`src/rtl/operand_bypass.sv`:
```
module operand_bypass #(
  parameter int REG_W  = 4,
  parameter int DATA_W = 32
) (
  input  logic [REG_W-1:0]  dec_src_a,
  input  logic [REG_W-1:0]  dec_src_b,
  input  logic              dec_link,
  input  logic [DATA_W-1:0] dec_pc_inc,
  input  logic [DATA_W-1:0] rf_data_a,
  input  logic [DATA_W-1:0] rf_data_b,
  input  logic [REG_W-1:0]  ex_alu_dst,
  input  logic [DATA_W-1:0] ex_alu_val,
  input  logic [REG_W-1:0]  mem_alu_dst,
  input  logic [DATA_W-1:0] mem_alu_val,
  input  logic [REG_W-1:0]  mem_ld_dst,
  input  logic [DATA_W-1:0] mem_ld_val,
  input  logic [REG_W-1:0]  wb_alu_dst,
  input  logic [DATA_W-1:0] wb_alu_val,
  input  logic [REG_W-1:0]  wb_ld_dst,
  input  logic [DATA_W-1:0] wb_ld_val,
  output logic [DATA_W-1:0] opnd_a,
  output logic [DATA_W-1:0] opnd_b
);

  localparam logic [REG_W-1:0] NO_REG = '1;
  localparam int NSRC = 5;
  localparam int NOPS = 2;

  // index order is priority order: youngest producer first
  logic [REG_W-1:0]  dst [NSRC];
  logic [DATA_W-1:0] val [NSRC];
  assign dst[0] = ex_alu_dst;   assign val[0] = ex_alu_val;
  assign dst[1] = mem_ld_dst;   assign val[1] = mem_ld_val;
  assign dst[2] = mem_alu_dst;  assign val[2] = mem_alu_val;
  assign dst[3] = wb_ld_dst;    assign val[3] = wb_ld_val;
  assign dst[4] = wb_alu_dst;   assign val[4] = wb_alu_val;

  logic [REG_W-1:0]  src [NOPS];
  logic [DATA_W-1:0] rfd [NOPS];
  logic [DATA_W-1:0] fwd [NOPS];
  assign src[0] = dec_src_a;  assign rfd[0] = rf_data_a;
  assign src[1] = dec_src_b;  assign rfd[1] = rf_data_b;

  for (genvar k = 0; k < NOPS; k++) begin : g_opnd
    logic [NSRC-1:0]   hit;
    logic [DATA_W-1:0] pick;

    for (genvar j = 0; j < NSRC; j++) begin : g_cmp
      assign hit[j] = (src[k] != NO_REG) && (dst[j] == src[k]);
    end

    always_comb begin
      pick = rfd[k];
      for (int j = NSRC - 1; j >= 0; j--)
        if (hit[j]) pick = val[j];
    end

    assign fwd[k] = pick;
  end

  assign opnd_a = dec_link ? dec_pc_inc : fwd[0];
  assign opnd_b = fwd[1];

endmodule

```
`config.mk`:
```
export PLATFORM = sky130hd
export DESIGN_NAME = operand_bypass
export DESIGN_NICKNAME = d
export VERILOG_FILES = /design/src/rtl/operand_bypass.sv
export SDC_FILE = /design/constraint.sdc
export NUM_CORES = 1
export LEC_CHECK = 0
export BUFFER_PORTS_ARGS = -buffer_cell sky130_fd_sc_hd__buf_2
export CORE_AREA = 3 3 135 137
export DETAILED_ROUTE_END_ITERATION = 10
export DIE_AREA = 0 0 138 140
export GPL_ROUTABILITY_DRIVEN = 0
export GPL_TIMING_DRIVEN = 1
export SETUP_SLACK_MARGIN = 0.4
export SYNTH_ARGS = -nofsm -noshare
export SYNTH_HDL_FRONTEND = slang
export SYNTH_SLANG_ARGS = --single-unit
```
`constraint.sdc`:
```
create_clock -name vclk -period 2.25
set_clock_uncertainty 0.2 [all_clocks]
set_input_delay 0 -clock vclk [all_inputs]
set_output_delay 0 -clock vclk [all_outputs]
set_load 0.005 [all_outputs]
```
**After elaboration in Yosys (flattened, before gate mapping)**

Cells that the tools add are included.

- Output and inout port bits: 64
- Input port bits: 285
- Memories: 0
- Latch bits: 0
- Register bits: 0
- ROM bits: 0
- Bits in writable memories: 0
- Logic and storage cells: 33

- Shifts and indexed selects: 0
- Div/mod/pow operators: 0
- Reduce and logical (&&, ||, !) cells: 10
- $lt $le $gt $ge: 0
- Multiply operators: 0
- Add/subtract/negate cells: 0
- Bitwise gates (word level): 0
- Equality and inequality tests: 12
- Mux-type cells: 11

Operator list:

| kind | count |
|---|---|
| $mux 32 | 11 |
| $eq 4x4->1 | 10 |
| $logic_and 1x1->1 | 10 |
| $ne 4x4->1 const B | 2 |

**Longest topological paths before layout**

Gate-level depths: netlist (run 1).

- Depth in word-level cells: 8
- Mapped depth: 9
- Mapped depth without buffers: 5

**Worst setup path before layout (run 1)**

Ideal clock, no wire load.

- Path kind: in2out
- Start point: in dec_src_a[1]
- End point: out opnd_a[10]
- Slack: 0.551 ns
- Path buffers: 3
- Arrival time: 1.499 ns
- Required time: 2.050 ns
- Stages on the path: 8
- Cells stage by stage: buf_6 -> and2_4 -> buf_6 -> a311oi_4 -> buf_6 -> a32o_1 -> o2111ai_1 -> a31oi_1

- Cells in the longest elaborated chain, start to end: 8
- Elaborated cells between the ends (all ways): 17
- Those cells by class: eq/ne: 6; mux: 6; reduce/logical: 5

RTL lines:

| element | RTL line | RTL |
|---|---|---|
| from (decl) | 5 | `input logic [REG_W-1:0] dec_src_a,` |
| $ne 4x4->1 or $eq 4x4->1 (tied branches) | 49 | `assign hit[j] = (src[k] != NO_REG) && (dst[j] == src[k]);` |
| $logic_and 1x1->1 | 49 |  |
| $mux 32 (4 in series) | 55 | `if (hit[j]) pick = val[j];` |
| $mux 32 * | 55 |  |
| $mux 32 * | 61 | `assign opnd_a = dec_link ? dec_pc_inc : fwd[0];` |
| to (decl) | 21 | `output logic [DATA_W-1:0] opnd_a,` |

Mark *: on every way between the ends. The rest lies on a longest branch, timed or not.

**Final worst setup path (run 1)**

- Start point: in mem_ld_dst[3]
- End point: out opnd_a[12]

- Cells in the longest elaborated chain, start to end: 5

RTL lines:

| element | RTL line | RTL |
|---|---|---|
| from (decl) | 15 | `input logic [REG_W-1:0] mem_ld_dst,` |
| $eq 4x4->1 | 49 |  |
| $logic_and 1x1->1 | 49 |  |
| $mux 32 (2 in series) | 55 |  |
| $mux 32 | 61 |  |

Every way passes these cells.

==> results of run 1 <==
-- tightest hold or removal path, cell delays in order --
cell and delay (ns):
buf_2 0.11, nand3_1 0.06, a31oi_1 0.06, buf_2 0.12
-- where the power goes --
part,switching (mW),internal [mW],leakage [nW]
registers,0,0,0
logic,1.17,1.02,3.23
clock network,0,0.0000000594,0.00000634
-- what timing repair did --
item,in CTS,in global routing
pin swaps,29,40
gates resized for setup,69,52
endpoints found under the setup margin,64,63
cloned,5,7
buffers inserted,8,14
-- routing by layer --
| metal | share of wire (%) | global-route usage, % | up-vias | routed length, um |
|---|---|---|---|---|
| met5 | 0.073 | 0 | - | 23 |
| met4 | 3.5 | 9.83 | 4 | 1110 |
| met3 | 11 | 4.61 | 115 | 3510 |
| met2 | 47 | 48.6 | 677 | 14700 |
| met1 | 38 | 36.9 | 3669 | 12000 |
| li1 | - | - | 3473 | - |
-- cell usage in the layout (no fill, tap or decap), types with 5 or more instances in the layout --
cell	n
or3_4	9
a21boi_0	60
a32o_1	31
or3_1	23
o311ai_2	7
or2_2	34
buf_12	18
nor2_1	5
o2111ai_1	14
nand3b_1	32
and3_1	33
buf_2	339
nand3_1	36
xnor2_1	17
a21oi_1	93
o22ai_1	62
buf_4	39
xor2_1	10
a31oi_1	32
o2111ai_2	18
clkbuf_16	7
o311ai_1	22
buf_6	12
-- area by class of cell --
class                           instances  area (um^2)
Fill cell                            1773         9450
Multi-Input combinational cell        593         4600
Timing Repair Buffer                  423         2830
Inverter                                1         3.75
Antenna cell                            1         2.50
Tap cell                              225          282
-- cell families (layout without fill, tap and decap cells) --
group           count (synthesis)  count (layout)
compound gates                363             365
xor+xnor                       37              37
buf+inv                       102             424
other cells                     0               1
simple gates                  191             191
-- stage by stage --
step | util, % | std cells | setup WS [ns]
final | 45.0 | 1243 | 0.349
after global routing | 45.0 | 1243 | 0.297
after CTS | 41.5 | 1221 | 0.361
after detailed placement | 38.5 | 1208 | 0.157
after global placement | 38.5 | 1208 | 0.186
after floorplan | - | 693 | 0.551
-- synthesized netlist by cell type, types with 3 or more instances --
cell type / instances / area, um^2
a21boi_0: 63 / 473
a21oi_1: 98 / 490
a31oi_1: 32 / 200
a32o_1: 32 / 320
and2_1: 3 / 18.8
and3_1: 34 / 213
buf_1: 5 / 18.8
buf_2: 19 / 95.1
buf_4: 4 / 30.0
buf_6: 9 / 101
clkbuf_1: 58 / 218
clkbuf_4: 6 / 45.0
nand3_1: 36 / 180
nand3b_1: 32 / 240
nand4_1: 3 / 18.8
nor2_1: 7 / 26.3
o2111ai_1: 34 / 298
o22ai_1: 64 / 400
o311ai_0: 3 / 26.3
o311ai_1: 29 / 254
or2_2: 33 / 206
or3_1: 32 / 200
xnor2_1: 20 / 175
xor2_1: 17 / 149
-- how the worst max path moves through the flow --
stage | cells after the start | endpoint | start | slack [ns]
after floorplan | 8 | opnd_a[10] | dec_src_a[1] | 0.55
after global placement | 7 | opnd_a[26] | dec_src_a[0] | 0.19
after detailed placement | 7 | opnd_a[26] | dec_src_a[0] | 0.16
after CTS | 8 | opnd_a[4] | dec_src_a[0] | 0.36
after global routing | 9 | opnd_a[22] | wb_alu_dst[2] | 0.30
final | 8 | opnd_a[12] | mem_ld_dst[3] | 0.35
==> results.cfg, run 1 <==
[logic_synthesis]
yosysSeqAreaShare_pct = 0
yosysWarnings = 0
synthXorXnorAreaFrac_pct = 7.07
synthSimpleGateAreaFrac_pct = 26.0
syn_area_um2 = 4580
synthMuxAreaShare_pct = 0
syn_nets = 978
yosysUniqueCellTypes = 41
synthCells = 693
synth-compound-area-share_pct = 55.8
syn_avg_cell_area_um2 = 6.62
synth_fa_ha_area_share_pct = 0
synth_top_family_by_area = compound AO/OA/AOI/OAI gates

[sta]
fin_crit_sh_pct = 84.5
slew_headroom_pct = 69.1
worst_slew_pin_slew_ns = 0.463
hold_violations = 0
finalSetupViolCount = 0
slew_viol_final = 0
setup_tns_ns = 0
rsz0062_at_grt = yes
fmax_mhz = 526
timing.hold.ws_ns = 0.147
period_needed_ns = 1.90

[worst_setup_path]
slowest_delay_ns = 0.41
cp-start-kind = input port
critPathArrivalTime_ns = 1.70
crit_fanout = 32
crit_path_frequent_cell = buf_2
end_kind = primary output
crit_chain = buf_2, xor2_1, a311o_2, or2_2, buf_8, o2111ai_1, a31oi_1, buf_2
required_ns = 2.05
cp.buffers_inverters = 3
cpMaxStageDelayCell = a311o_2
crit_type = in -> out
crit_family = compound AO/OA/AOI/OAI gates

[power]
p_per_area_nw_per_um2 = 284
total_power_mw = 2.19
power_leakage_nw = 3.23
ir_worst_vdd_mv = 0.109

[grt]
grt_use_total_pct = 28.6
grt_pass1_vias = 7741
gr-total-overflow = 0
grt_max_degree = 35
grt_pass1_wl_um = 44900
antenna_found_initial = 3

[route]
drt_iter0_drc = 992
num_vias = 7938
via_per_inst = 6.39
wl_per_cell_um = 25.3
finalWirelength_um = 31400
ant_nets = 0
drt-pass1-iter-count = 6
drc = 0

[clock_network]
hold_buffers = 0

[die]
initial_core_util_pct = 26.7
ios = 349
rows = 48
die_y_um = 140
dieWidth_um = 138
design.core.area_um2 = 17200
dieArea_um2 = 19300

[layout]
final_area_um2 = 7720
seq_area_um2 = 0
nFlopsAndLatches = 0
syn_to_final_growth_pct = 68.4
clkbuf_count = 0
drive_gt1_share_pct = 52.3
nets = 1304

[hold_path]
hold-path-endpoint = opnd_a[20]
hold_class = in -> out
holdPathStages = 4
holdCritStartpoint = mem_alu_val[20]

[placement]
placed_cell_area_um2 = 6610
hpwl_um = 21100
port_buffers = 349

[run_status]
status = complete, no violations

[flow_run]
cap_violations = 0
Power figures use the tool's default switching activity.
==> inputs of run 2 (changes only) <==
--- a/config.mk
+++ b/config.mk
@@ -5,10 +5,11 @@
 export SDC_FILE = /design/constraint.sdc
 export NUM_CORES = 1
 export LEC_CHECK = 0
+export ABC_AREA = 1
 export BUFFER_PORTS_ARGS = -buffer_cell sky130_fd_sc_hd__buf_2
-export CORE_AREA = 3 3 135 137
+export CORE_AREA = 3 3 136 138
 export DETAILED_ROUTE_END_ITERATION = 10
-export DIE_AREA = 0 0 138 140
+export DIE_AREA = 0 0 139 141
 export GPL_ROUTABILITY_DRIVEN = 0
 export GPL_TIMING_DRIVEN = 1
 export SETUP_SLACK_MARGIN = 0.4
==> constraint.sdc (replaced) <==
create_clock -name vclk -period 1.8
set_clock_uncertainty 0.2 [all_clocks]
set_input_delay 0 -clock vclk [all_inputs]
set_output_delay 0 -clock vclk [all_outputs]
set_load 0.005 [all_outputs]
==> run 2 against run 1 <==
The flow now finishes with violations (negative setup slack). Routed wire length grew 8.3%. Clock-buffer cell count did not move. Final cell count is 38% higher. Via count increased by 21%. Synthesized cell count grew 60%. First-iteration DRC count is 18% lower. Cell area up 35%. Critical endpoint is now opnd_b[23].
==> results.cfg, run 2 <==
[route]
highest_layer = met5
drt_iter0_drc = 816
finalWirelength_um = 34000
drc = 0
drt-met1-wl_um = 13300
via_per_inst = 5.60
num_vias = 9631
drt-pass1-iter-count = 6
wl_per_cell_um = 19.8
wl_met3_um = 3170
met2_wirelength_um = 16600
ant_nets = 0

[logic_synthesis]
yosysUniqueCellTypes = 34
yosysWarnings = 0
synth.most_common_cell = nand2_1
synth_largest_area_cell = nand2_1
yosysTopAreaCellShare_pct = 18.2
syn_area_um2 = 5460
synthTopCellsByArea = nand2_1 18%, nand3_1 17%, nand4_1 11%, inv_1 9.9%, a21oi_1 8.9%
syn_avg_cell_area_um2 = 4.91
yosysSeqAreaShare_pct = 0
synthTopCellsByCount = 265 x nand2_1, 182 x nand3_1, 144 x inv_1
syn_nets = 1396
synthCells = 1111

[layout]
nFillCells = 1657
layout_commonest_cell = buf_2
syn_to_final_growth_pct = 90.9
seq_area_um2 = 0
multiInputGateArea_um2 = 5560
utilization_pct = 60.3
clkbuf_count = 0
final_area_um2 = 10400
final_cell_mix = 333 x buf_2, 200 x nand2_1, 141 x inv_1
drive_gt1_share_pct = 52.4
nFlopsAndLatches = 0
nets = 1780

[sta]
period_needed_ns = 1.81
fin_ws_ns = -0.0131
worst_slew_pin_slew_ns = 0.412
fmax_mhz = 552
rsz0062_at_grt = yes
fin_crit_sh_pct = 101
slew_viol_final = 0
finalSetupViolCount = 3
slew_headroom_pct = 72.6
timing.hold.ws_ns = 0.0589
setup_tns_ns = -0.0263
hold_violations = 0

[grt]
grt_pass1_vias = 9416
antenna_found_initial = 2
grt_pass1_wl_um = 50700
grt_use_total_pct = 31.7
gr-total-overflow = 0
grt_max_degree = 38

[die]
dieArea_um2 = 19600
ios = 349
die_y_um = 141
rows = 48
dieWidth_um = 139
initial_core_util_pct = 31.6
design.core.area_um2 = 17300

[placement]
placed_cell_area_um2 = 7810
port_buffers = 349
post-place-ws_ns = -0.0374
hpwl_um = 23200

[worst_setup_path]
cp-start-kind = input port
end_kind = primary output
required_ns = 1.60
crit_type = in -> out
crit_fanout = 12
critPathArrivalTime_ns = 1.61

[run_status]
status = finished, violations left
violations = negative setup slack

[clock_network]
hold_buffers = 0

[flow_run]
cap_violations = 0

[power]
power_leakage_nw = 5.71
p_per_area_nw_per_um2 = 330
ir_worst_vdd_mv = 0.146

[hold_path]
hold_class = in -> out
run 2: area by class of cell:
| cell class | count | share of cell area [%] |
|---|---|---|
| multi-input cells | 836 | 53.4 |
| repair buffers | 476 | 37.1 |
| inverters | 181 | 6.83 |
| well taps | 225 | 2.70 |
| diodes | 1 | 0.0240 |
run 2: critical path: stages:
cell	delay, ns
buf_8	0.10
buf_6	0.11
buf_4	0.13
xnor2_2	0.17
nand2_2	0.09
nor4_4	0.14
buf_4	0.19
buf_6	0.14
inv_8	0.06
buf_12	0.14
nor2_2	0.14
a21oi_2	0.05
buf_2	0.13
run 2: where the power goes:
| group | internal, mW | switching [mW] |
|---|---|---|
| Combinational | 1.57 | 1.87 |
| Sequential | 0 | 0 |
| Clock | 0.0000000744 | 0 |
run 2: worst paths after layout:
| check | startpoint | end | slack, ns | depth (start not counted) |
|---|---|---|---|---|
| worst max-delay path | dec_src_b[1] | opnd_b[23] | -0.01 | 13 |
| worst min-delay path | dec_pc_inc[25] | opnd_a[25] | 0.06 | 4 |
run 2: kinds of logic (layout without fill, tap and decap cells):
logic type	Yosys count	count (layout)	share of synthesized area [%]
simple gates	649	649	58.9
compound gates	165	165	15.4
xor+xnor	22	22	4.08
other cells	0	1	0
buf+inv	275	657	21.6
run 2: metal layers:
metal	global-route usage, %	vias to the layer above
met4	8.24	2
met5	0	-
li1	-	4431
met1	39.3	4437
met2	56.8	660
met3	5.39	101
run 2: timing repair:
item	4_1_cts	5_1_grt
pin swaps	86	110
setup buffers	34	6
endpoints found under the setup margin	64	64
resized for setup	282	156
cloned	20	6
run 2: stage by stage:
step                power, mW  cells
global route             3.69   1719
CTS                      3.13   1706
detailed placement       2.48   1652
finish                   3.44   1719
floorplan                1.31   1111
global placement         2.46   1652
==> inputs of run 3 (changes only) <==
==> constraint.sdc (replaced) <==
create_clock -name vclk -period 1.8
set_clock_uncertainty 0.2 [all_clocks]
set_input_delay 0 -clock vclk [all_inputs]
set_output_delay 0 -clock vclk [all_outputs]
set_load 0.05 [all_outputs]
==> run 3 against run 2 <==
The flow still finishes with violations (negative setup slack). Die area stayed put. Via count barely moved. Final cell count is 0.81% higher. Critical path depth up 1. Clock-buffer cell count stayed put. Combinational power is 55% higher. Power grew 55%. Routed wire length rose by 5.8%. Critical endpoint is now opnd_b[26]. Largest power group unchanged.
==> results.cfg, run 3 (same netlist as run 2, synthesis figures left out) <==
[run_status]
status = finished, violations left
violations = negative setup slack

[power]
p_int_mw = 2.25
ir_worst_vdd_mv = 0.394
p_per_area_nw_per_um2 = 426
p_sw_mw = 3.07
comb_power_share_pct = 100.0
switching_share_pct = 57.7
clockPowerShare_pct = 0
seq_power_share_pct = 0
power_leakage_nw = 6.38

[grt]
grt_pass1_vias = 9116
antenna_found_initial = 8
grt_use_total_pct = 30.9
grt_pass1_wl_um = 49400
gr-total-overflow = 0
grt_max_degree = 33

[sta]
fin_crit_sh_pct = 101
finalSetupViolCount = 2
rsz0062_at_grt = yes
hold_violations = 0
period_needed_ns = 1.81
slew_headroom_pct = 76.2
fin_ws_ns = -0.0132
slew_viol_final = 0
timing.hold.ws_ns = 0.139
worst_slew_pin_slew_ns = 0.357
fmax_mhz = 552

[layout]
final_cell_mix = 273 x buf_2, 142 x inv_1, 120 x nand2_1
clkbuf_count = 0
utilization_pct = 72.3
final_cells = 1733
nets = 1790
layout_commonest_cell = buf_2
final_area_um2 = 12500
drive_gt1_share_pct = 63.1
seq_area_um2 = 0
nFlopsAndLatches = 0
syn_to_final_growth_pct = 129
nFillCells = 1358

[die]
dieWidth_um = 139
design.core.area_um2 = 17300
die_y_um = 141
ios = 349
dieArea_um2 = 19600
initial_core_util_pct = 31.6
rows = 48

[placement]
post-place-ws_ns = -0.226
hpwl_um = 23400
port_buffers = 349
placed_cells = 1659
placed_cell_area_um2 = 8790

[route]
num_vias = 9639
drt-pass1-iter-count = 5
drc = 0
drt_iter0_drc = 694
wl_per_cell_um = 20.8
ant_nets = 0
via_per_inst = 5.56
finalWirelength_um = 36000

[worst_setup_path]
crit_type = in -> out
slowest_delay_ns = 0.20
cp-start-kind = input port
critPathArrivalTime_ns = 1.61
crit_fanout = 10
crit_chain = buf_12, nand2_8, nor2_8, buf_6, nor2_4, buf_6, nand3_4, buf_6, nand2_1, nand3_1, nand3_1, nand3_2, a21oi_4, buf_6
crit_path_frequent_cell = buf_6
cpMaxStageDelayCell = buf_6
required_ns = 1.60
end_kind = primary output

[flow_run]
cap_violations = 0

[clock_network]
hold_buffers = 0

[hold_path]
hold_class = in -> out
## run 3: cell count changes in the layout (fill, tap and decap cells not counted), sizes merged
cell	before	now
clkbuf	4	15
diode	1	5
buf	472	471
clkinv	1	0
inv	180	181
## run 3: cell type report
cell class / instances / area (um^2) / share of cell area (%)
Timing Repair Buffer: 486 / 4740 / 37.9
Inverter: 181 / 712 / 5.70
Tap cell: 225 / 282 / 2.25
Multi-Input combinational cell: 836 / 6750 / 54.0
Antenna cell: 5 / 12.5 / 0.100
## run 3: path summary, 6_finish.rpt
check | cells past startpoint | startpoint | to | slack (ns)
worst max-delay path | 14 | dec_src_b[2] | opnd_b[26] | -0.01
worst min-delay path | 4 | dec_pc_inc[31] | opnd_a[31] | 0.14
## run 3: routing by layer
| metal | part of all wire (%) | global-route usage, % |
|---|---|---|
| met4 | 3.7 | 8.03 |
| met1 | 40 | 40.5 |
| met5 | 0.053 | 0 |
| met2 | 47 | 52.9 |
| met3 | 9.6 | 4.85 |
## run 3: power groups by stage
| stage | sequential [mW] | clock [mW] | combinational [mW] |
|---|---|---|---|
| 3_3_place_gp | 0 | 0 | 3.72 |
| 4_1_cts | 0 | 0 | 4.49 |
| 6_report | 0 | 0.000000372 | 5.33 |
| 5_1_grt | 0 | 0.000000372 | 5.57 |
| 2_1_floorplan | 0 | 0 | 2.59 |
| 3_5_place_dp | 0 | 0 | 3.74 |
## run 3: timing repair
| item | 4_1_cts | 5_1_grt |
|---|---|---|
| setup endpoints to repair | 64 | 64 |
| gates cloned | 16 | 20 |
| pin swaps | 40 | 111 |
| buffers inserted | 24 | 9 |
| gates resized for setup | 295 | 351 |
| endpoints found under the hold margin | 0 | 0 |
## run 3: per-stage QoR
step                      power [mW]  setup TNS (ns)
after global routing            5.57           -1.70
after global placement          3.72           -7.58
final                           5.33         -0.0250
after detailed placement        3.74           -7.75
after CTS                       4.49               0
after floorplan                 2.59               0
## run 3: worst max-delay path: cells and delay by family
kind,cells,cell delay (ns)
simple gates,8,0.71
compound gates,1,0.16
buf+inv,5,0.72
